### config.mk
export PLATFORM = sky130hd
export DESIGN_NAME = oled_cmd_decoder
export DESIGN_NICKNAME = d
export VERILOG_FILES = /design/src/rtl/oled_dec_pkg.sv /design/src/rtl/oled_cmd_classify.sv /design/src/rtl/oled_mode_fsm.sv /design/src/rtl/oled_cmd_decoder.sv
export SDC_FILE = /design/constraint.sdc
export NUM_CORES = 1
export LEC_CHECK = 0
export BUFFER_PORTS_ARGS = -buffer_cell sky130_fd_sc_hd__buf_2
export CAP_MARGIN = 20
export CORE_MARGIN = 4
export CORE_UTILIZATION = 45
export CTS_CLUSTER_DIAMETER = 30
export DETAILED_ROUTE_END_ITERATION = 10
export HOLD_SLACK_MARGIN = 0.03
export PLACE_DENSITY = 0.74
export SETUP_SLACK_MARGIN = 0.3
export SLEW_MARGIN = 10
export SYNTH_ARGS = -nofsm -noshare
export SYNTH_HDL_FRONTEND = slang
export SYNTH_HIERARCHICAL = 1
export SYNTH_SLANG_ARGS = --single-unit
### constraint.sdc
create_clock -name clk -period 3.3 [get_ports clk]
set_input_delay 0.33 -clock clk [delete_from_list [all_inputs] [get_ports clk]]
set_output_delay 0.33 -clock clk [all_outputs]
set_load 0.01 [all_outputs]
### src/rtl/oled_dec_pkg.sv
package oled_dec_pkg;

    typedef enum logic [1:0] {
        MODE_IDLE = 2'd0,
        MODE_CMD  = 2'd1,
        MODE_DATA = 2'd2
    } mode_e;

    typedef enum logic [3:0] {
        K_COL_LO,
        K_COL_HI,
        K_START,
        K_MIRROR,
        K_ALLON,
        K_INVERT,
        K_DISP,
        K_PAGE,
        K_PARAM,
        K_NOP,
        K_BAD
    } cmd_kind_e;

    localparam logic [7:0] PFX_CMD  = 8'h80;
    localparam logic [7:0] PFX_DATA = 8'h40;

endpackage

### src/rtl/oled_cmd_classify.sv
module oled_cmd_classify
    import oled_dec_pkg::*;
(
    input  logic [7:0] cmd_byte,
    output cmd_kind_e  kind
);

    always_comb begin
        unique case (cmd_byte) inside
            [8'h00:8'h0F]:                 kind = K_COL_LO;
            [8'h10:8'h1F]:                 kind = K_COL_HI;
            [8'h40:8'h7F]:                 kind = K_START;
            [8'hB0:8'hBF]:                 kind = K_PAGE;
            8'hA0, 8'hA1:                  kind = K_MIRROR;
            8'hA4, 8'hA5:                  kind = K_ALLON;
            8'hA6, 8'hA7:                  kind = K_INVERT;
            8'hAE, 8'hAF:                  kind = K_DISP;
            8'h81, 8'hA8, 8'hAD, 8'hD3, 8'hD5,
            8'hD8, 8'hD9, 8'hDA, 8'hDB:    kind = K_PARAM;
            [8'hC0:8'hC8], 8'hE3:          kind = K_NOP;
            default:                       kind = K_BAD;
        endcase
    end

endmodule

### src/rtl/oled_mode_fsm.sv
module oled_mode_fsm
    import oled_dec_pkg::*;
(
    input  logic       clk,
    input  logic       rst_n,
    input  logic       byte_valid,
    input  logic [7:0] byte_data,
    input  logic       xfer_end,
    input  logic       param_pend,
    output mode_e      mode,
    output logic       prefix_err
);

    mode_e mode_d;

    always_comb begin
        mode_d = mode;
        if (byte_valid) begin
            unique case (mode)
                MODE_IDLE: begin
                    if (byte_data == PFX_CMD)
                        mode_d = MODE_CMD;
                    else if (byte_data == PFX_DATA)
                        mode_d = MODE_DATA;
                end
                MODE_CMD:  mode_d = param_pend ? MODE_CMD : MODE_IDLE;
                MODE_DATA: mode_d = MODE_DATA;
                default:   mode_d = MODE_IDLE;
            endcase
        end
        if (xfer_end)
            mode_d = MODE_IDLE;
    end

    always_ff @(posedge clk or negedge rst_n) begin
        if (!rst_n)
            mode <= MODE_IDLE;
        else
            mode <= mode_d;
    end

    always_ff @(posedge clk or negedge rst_n) begin
        if (!rst_n)
            prefix_err <= 1'b0;
        else
            prefix_err <= byte_valid && (mode == MODE_IDLE) &&
                          (byte_data != PFX_CMD) && (byte_data != PFX_DATA);
    end

endmodule

### src/rtl/oled_cmd_decoder.sv
module oled_cmd_decoder
    import oled_dec_pkg::*;
#(
    parameter int COLS  = 132,
    parameter int PAGES = 8
) (
    input  logic       clk,
    input  logic       rst_n,
    input  logic       byte_valid,
    input  logic [7:0] byte_data,
    input  logic       xfer_end,
    input  logic       redraw_ack,
    output logic       fb_we,
    output logic [$clog2(COLS*PAGES)-1:0] fb_addr,
    output logic [7:0] fb_wdata,
    output logic [7:0] col_addr,
    output logic [$clog2(PAGES)-1:0] page_addr,
    output logic [5:0] start_line,
    output logic       mirror_en,
    output logic       all_on,
    output logic       inverse_en,
    output logic       disp_on,
    output logic       redraw,
    output logic       prefix_err,
    output logic       cmd_err
);

    localparam int ADDR_W = $clog2(COLS*PAGES);
    localparam int PAGE_W = $clog2(PAGES);

    mode_e     mode_q;
    cmd_kind_e kind;
    logic      param_pend;
    logic      cmd_fire;
    logic      skip_fire;
    logic      data_fire;
    logic      wr_ok;

    oled_mode_fsm u_fsm (
        .clk        (clk),
        .rst_n      (rst_n),
        .byte_valid (byte_valid),
        .byte_data  (byte_data),
        .xfer_end   (xfer_end),
        .param_pend (param_pend),
        .mode       (mode_q),
        .prefix_err (prefix_err)
    );

    oled_cmd_classify u_cls (
        .cmd_byte (byte_data),
        .kind     (kind)
    );

    assign cmd_fire  = byte_valid && (mode_q == MODE_CMD) && !param_pend;
    assign skip_fire = byte_valid && (mode_q == MODE_CMD) &&  param_pend;
    assign data_fire = byte_valid && (mode_q == MODE_DATA);
    assign wr_ok     = data_fire && (col_addr < 8'(COLS));

    // Command execution and parameter tracking
    always_ff @(posedge clk or negedge rst_n) begin
        if (!rst_n) begin
            col_addr   <= '0;
            page_addr  <= '0;
            start_line <= '0;
            mirror_en  <= 1'b0;
            all_on     <= 1'b0;
            inverse_en <= 1'b0;
            disp_on    <= 1'b0;
            param_pend <= 1'b0;
            cmd_err    <= 1'b0;
        end else begin
            cmd_err <= 1'b0;
            if (skip_fire)
                param_pend <= 1'b0;
            if (wr_ok)
                col_addr <= col_addr + 8'd1;
            if (cmd_fire) begin
                unique case (kind)
                    K_COL_LO: col_addr[3:0] <= byte_data[3:0];
                    K_COL_HI: col_addr[7:4] <= byte_data[3:0];
                    K_START:  start_line    <= '0;
                    K_PAGE:   page_addr     <= byte_data[PAGE_W-1:0];
                    K_MIRROR: mirror_en     <= byte_data[0];
                    K_ALLON:  all_on        <= byte_data[0];
                    K_INVERT: inverse_en    <= byte_data[0];
                    K_DISP:   disp_on       <= byte_data[0];
                    K_PARAM:  param_pend    <= 1'b1;
                    K_NOP:    ;
                    K_BAD:    cmd_err       <= 1'b1;
                    default:  cmd_err       <= 1'b1;
                endcase
            end
        end
    end

    // Framebuffer write port and redraw request
    always_ff @(posedge clk or negedge rst_n) begin
        if (!rst_n) begin
            fb_we    <= 1'b0;
            fb_addr  <= '0;
            fb_wdata <= '0;
            redraw   <= 1'b0;
        end else begin
            fb_we <= wr_ok;
            if (wr_ok) begin
                fb_addr  <= ADDR_W'(col_addr) + ADDR_W'(page_addr) * ADDR_W'(COLS);
                fb_wdata <= byte_data;
            end
            if (wr_ok)
                redraw <= 1'b1;
            else if (redraw_ack)
                redraw <= 1'b0;
        end
    end

endmodule

# == Yosys cells after proc, flatten, opt, wreduce, memory -nomap -nowiden ==
# Index checks and enable logic that the tools add are counted.
# totals
reg_bits,41
latchBits,0
mem_bits_rw,0
mem_bits_ro,0
word_cells,111
mem_count,0
# classes
add_sub_neg,2
n_mul,1
div,0
n_lt_le_gt_ge,11
eq_ne,34
shifts,0
muxes,18
bitwise,0
reduce_logical,31
# op_table
op,n
$eq A8 B8 Y1 const B,19
$pmux W4 S10,1
$eq A4 B3 Y1 const B,4
$ge A8 B8 Y1 const B,2
$le A8 B8 Y1 const B,2
$mux W8,2
$logic_and A1 B1 Y1,13
$reduce_and A2 Y1,6
$add A8 B11 Y11,1
$reduce_or A10 Y1,1
$reduce_or A2 Y1,5
$mul A3 B6 Y9 const B,1
$reduce_or A9 Y1,1
$add A8 B1 Y8 const B,1
$eq A4 B2 Y1 const B,2
$eq A4 B4 Y1 const B,2
$eq A8 B7 Y1 const B,1
$ge A8 B1 Y1 const B,1
$ge A8 B5 Y1 const B,1
$ge A8 B7 Y1 const B,1
$le A8 B4 Y1 const B,1
$le A8 B5 Y1 const B,1
$le A8 B7 Y1 const B,1
$lt A8 B8 Y1 const B,1
14 further kinds,26

# == Depth between registers and ports, before layout ==
# logic_depth
depth_word,8
ltp_mapped,11
depth_no_buf,9

# == Modules after synthesis ==
# Netlist, hierarchy kept.
# modules_own_cells
module,n_inst,cells_per_inst,area_per_inst_um2,seq_area_each_um2
oled_cmd_decoder,1,193,1929.4,950.9
oled_cmd_classify,1,46,300.3,0.0
oled_mode_fsm,1,17,182.7,75.1

# == Worst setup path before layout ==
# OpenSTA, ideal clock, no wires.
# synth_timing
kind,input -> register
from,in byte_data[2]
to,reg col_addr[2]
setup_time_ns,0.123
t_arrival_ns,2.046
path_slack_ns,1.131
stages,10
n_path_buf,2
cell_sequence,buf_4 > and3_2 > o31ai_1 > a21oi_1 > a31o_1 > nor2_1 > nor4bb_1 > clkbuf_1 > nor2b_1 > a21oi_1
# synth_via
elab_chain_len,7
elab_cells_between_ends,43
cone_classes,order compare: 10; eq/ne: 18; mux: 3; reduce/logical: 12
# synth_lines
item,line,rtl
start: declaration,oled_cmd_decoder.sv:10,"input logic [7:0] byte_data,"
$ge A8 B8 Y1 (no line) or $le A8 B8 Y1 (tied branches),n/a,
$logic_and A1 B1 Y1 (no line),n/a,
$reduce_or A2 Y1,oled_cmd_classify.sv:9,unique case (cmd_byte) inside
$pmux W4 S10 (*),oled_cmd_classify.sv:9,
net kind[1],oled_cmd_decoder.sv:32,cmd_kind_e kind;
$logic_not A4 Y1 (*),oled_cmd_decoder.sv:79,unique case (kind)
$mux W4 (*),oled_cmd_decoder.sv:79,
$mux W8 (*),oled_cmd_decoder.sv:78,if (cmd_fire) begin
end signal: assignment,oled_cmd_decoder.sv:77,col_addr <= col_addr + 8'd1;
end signal: assignment,oled_cmd_decoder.sv:80,K_COL_LO: col_addr[3:0] <= byte_data[3:0];
end: declaration,oled_cmd_decoder.sv:16,"output logic [7:0] col_addr,"
# Mark *: on every way through the listed nets, which the timed path passes. The rest lies on a longest branch.
# A chain may end at the register's enable or synchronous reset.

# == Worst setup path in the final report ==
# layout_timing
from,in byte_data[1]
to,reg col_addr[7]
# layout_via
elab_chain_len,7
elab_cells_between_ends,43
cone_classes,order compare: 10; eq/ne: 19; mux: 3; reduce/logical: 11
# layout_lines
item,line,rtl
$ge A8 B8 Y1 (no line) or $le A8 B8 Y1 (tied branches),n/a,
$logic_and A1 B1 Y1 (no line),n/a,
$reduce_or A2 Y1,oled_cmd_classify.sv:9,
$pmux W4 S10 (*),oled_cmd_classify.sv:9,
net kind[0],oled_cmd_decoder.sv:32,
$eq A4 B1 Y1 (*),oled_cmd_decoder.sv:79,
$mux W4 (*),oled_cmd_decoder.sv:79,
$mux W8 (*),oled_cmd_decoder.sv:78,
end signal: assignment,oled_cmd_decoder.sv:77,
end signal: assignment,oled_cmd_decoder.sv:81,K_COL_HI: col_addr[7:4] <= byte_data[3:0];
# Marked as above.

==> flow_metrics.py <==
metrics = {
    "outcome": {
        "status": "finished, final reports clean",
    },
    "die": {
        "start_util_pct": 46.9,
        "die_area_sq_um": 6600,
        "die_w_um": 81.2,
        "design.portCount": 57,
        "row_count": 26,
        "core_area_sq_um": 5140,
        "die_h_um": 81.2,
    },
    "synthesis": {
        "ys_ff_latch": 41,
        "synthCells": 256,
        "synth-main-ff-cell": "dfrtp_1",
        "netlist_area_sq_um": 2410,
        "ys_seq_area_share_pct": 42.5,
        "ys_types": 55,
        "synth_top_area_cell": "dfrtp_1",
        "synth_top_cell_area_share_pct": 42.5,
        "synth-async-reset-ratio_pct": 100,
        "synth_area_per_cell_sq_um": 9.42,
        "yosysWarnings": 6,
        "synth_edf_count": 0,
        "synthTopCellsByArea": "dfrtp_1 43%, nand2_1 8.1%, mux2_2 5.1%",
    },
    "timing": {
        "slew_viol_final": 0,
        "setup_viol": 0,
        "final.setup.tns_ns": 0,
        "worst_pin_slew_ns": 0.870,
        "fmax_mhz": 438,
        "slew_headroom_pct": 42.0,
        "min_period_ns": 2.29,
        "skew_ns": 0.00910,
        "grt_setup_unrepaired": "no",
        "layout_setup_ws_ns": 1.01,
        "period_share_pct": 69.2,
        "hold_viol_final": 0,
    },
    "clocking": {
        "ctsHoldBuffers": 0,
        "cts_resized": 0,
        "cts_inserted_buffers": 5,
        "postCtsSetupBuffers": 0,
        "clk_latency_ns": 0.29,
        "cts_sinks": 41,
        "cts_tree": "yes",
        "clk_pin_slew_ns": 0.08,
        "cts_root_buf": "clkbuf_8",
        "cts.path.max_buffers": 2,
        "htree_num_levels": 2,
    },
    "grt": {
        "grt_max_degree": 42,
        "grt_pass1_vias": 1796,
        "antenna_found_initial": 0,
        "globalRouteOverflowTotal": 0,
        "gr-usage-all-layers_pct": 17.1,
        "grt_pass1_wl_mm": 8.69,
    },
    "power": {
        "p_leak_nw": 1.43,
        "powerDensity_nw_per_um2": 355,
        "vdd_drop_max_mv": 0.156,
        "power_w": 0.000984,
    },
    "placed_design": {
        "portBuffers": 50,
        "place_ws_ns": 0.771,
        "place.gp.congestion": 0.965,
        "hpwl_mm": 3.88,
    },
    "final_layout": {
        "n_antenna_cell": 0,
        "area_delta_synth_final_pct": 14.8,
        "nNetsFinal": 322,
        "drive_gt1_share_pct": 26.4,
        "fillCellCount": 495,
    },
    "detailed_routing": {
        "drtIter0Drc": 160,
        "routed_wl_mm": 5.25,
        "postRouteAntennaNets": 0,
        "wl_per_cell_um": 14.1,
        "route.vias.total": 1938,
        "drt-pass1-iter-count": 4,
        "drc_errors": 0,
        "vias_per_cell": 5.20,
    },
    "flow_run": {
        "cap_violations": 0,
    },
    "worst_setup_path": {
        "critPathCaptureType": "flop",
        "start_kind": "input port",
        "path_class": "in2reg",
        "critPathMaxFanout": 12,
        "crit_arrival_ns": 2.45,
        "crit_required_ns": 3.47,
    },
    "hold_path": {
        "hp-class": "in2async",
    },
}
[metal layers]
metal	GRT usage, %	wire, um	vias up
met4	6.25	70	0
met3	3.33	250	5
met1	24.5	2530	906
met5	0	0	-
met2	25.5	2400	52
li1	-	-	975
[through the flow]
stage	hold slack, ns	util (%)	instance area [sq um]	instances
2_1_floorplan	0.0344	-	2430	261
3_3_place_gp	0.444	51.8	2670	366
3_5_place_dp	0.452	51.8	2670	366
4_1_cts	0.187	53.9	2770	373
5_1_grt	0.228	53.9	2770	373
6_report	0.149	53.9	2770	373
[cells by family (layout without fill, tap and decap cells)]
kind of cell	after synthesis	count (layout)	share of synthesized area [%]
other	1	6	0.155
flip-flops	41	41	42.5
AND/OR/NAND/NOR	110	110	24.6
adder cells (fa/ha/maj)	6	6	3.42
XOR/XNOR	12	12	4.36
buffers and inverters	28	70	6.64
AO/OA/AOI/OAI	45	45	12.3
multiplexers	13	13	5.96
[sequential cells by signal, indices dropped and copies added, names as in the netlist]
name / count
cmd_err: 1
page_addr: 3
inverse_en: 1
col_addr: 8
u_fsm/mode: 2
fb_wdata: 8
fb_we: 1
param_pend: 1
all_on: 1
fb_addr: 11
redraw: 1
mirror_en: 1
u_fsm/prefix_err: 1
disp_on: 1
[cells in the mapped netlist (2+ instances only)]
library cell / instances
a21oi_1: 16
a41o_1: 2
and2b_1: 2
and3_1: 5
buf_2: 2
buf_4: 10
buf_6: 2
clkbuf_1: 3
dfrtp_1: 41
ha_1: 5
inv_1: 10
mux2_2: 11
mux2i_1: 2
nand2_1: 52
nand2b_1: 3
nand3_1: 5
nand3b_1: 3
nand4_1: 4
nor2_1: 12
nor2b_1: 4
nor3_1: 4
o2111ai_1: 3
o21ai_0: 11
o31ai_1: 3
xnor2_1: 9
xor2_1: 3
[layout make-up]
class / instances / area [sq um] / area share, %
Inverter: 11 / 41.3 / 1.49
Clock inverter: 2 / 35.0 / 1.27
Tap cell: 70 / 87.6 / 3.16
Clock buffer: 5 / 68.8 / 2.49
Timing Repair Buffer: 52 / 265 / 9.58
Multi-Input combinational cell: 192 / 1240 / 45.0
Sequential cell: 41 / 1030 / 37.1
[worst max-delay path: stages]
cell	delay [ns]
buf_2	0.27
and2b_1	0.19
nand2_1	0.07
a21oi_1	0.15
o2111ai_1	0.15
o21ai_0	0.28
nor4b_2	0.45
nand2_1	0.24
mux2_2	0.34
[power by group]
group	switching, W	internal, W
Combinational	0.0000591	0.0000288
Clock	0.000162	0.000220
Sequential	0.00000453	0.000509
[path summary, 6_finish.rpt]
path	startpoint	to	slack [ns]	cells past startpoint
min in group clk	redraw_ack	redraw	0.24	2
min	rst_n	fb_addr[10]	0.15	1
max	byte_data[1]	col_addr[7]	1.01	9
min reg2reg	fb_addr[1]	fb_addr[1]	0.46	2
max reg2reg	u_fsm/mode[0]	col_addr[2]	1.28	5
max in group asynchronous	rst_n	fb_wdata[3]	2.60	1
[placed cells by master, fill, tap and decap left out, types with 2 or more instances in the layout]
master | netlist | final
mux2i_1 | 2 | 2
and3_1 | 5 | 5
buf_4 | 10 | 2
o31ai_1 | 3 | 3
mux2_2 | 11 | 11
xor2_1 | 3 | 3
dfrtp_1 | 41 | 41
clkbuf_8 | 0 | 5
nand3b_1 | 3 | 3
nor3_1 | 4 | 4
inv_1 | 10 | 10
nor2_1 | 12 | 12
nor2b_1 | 4 | 4
and2b_1 | 2 | 2
conb_1 | 1 | 6
o21ai_0 | 11 | 11
nand4_1 | 4 | 4
nand2b_1 | 3 | 3
o2111ai_1 | 3 | 3
nand3_1 | 5 | 5
a41o_1 | 2 | 2
nand2_1 | 52 | 52
buf_2 | 2 | 50
ha_1 | 5 | 5
xnor2_1 | 9 | 9
a21oi_1 | 16 | 16
Power figures use the tool's default switching activity.
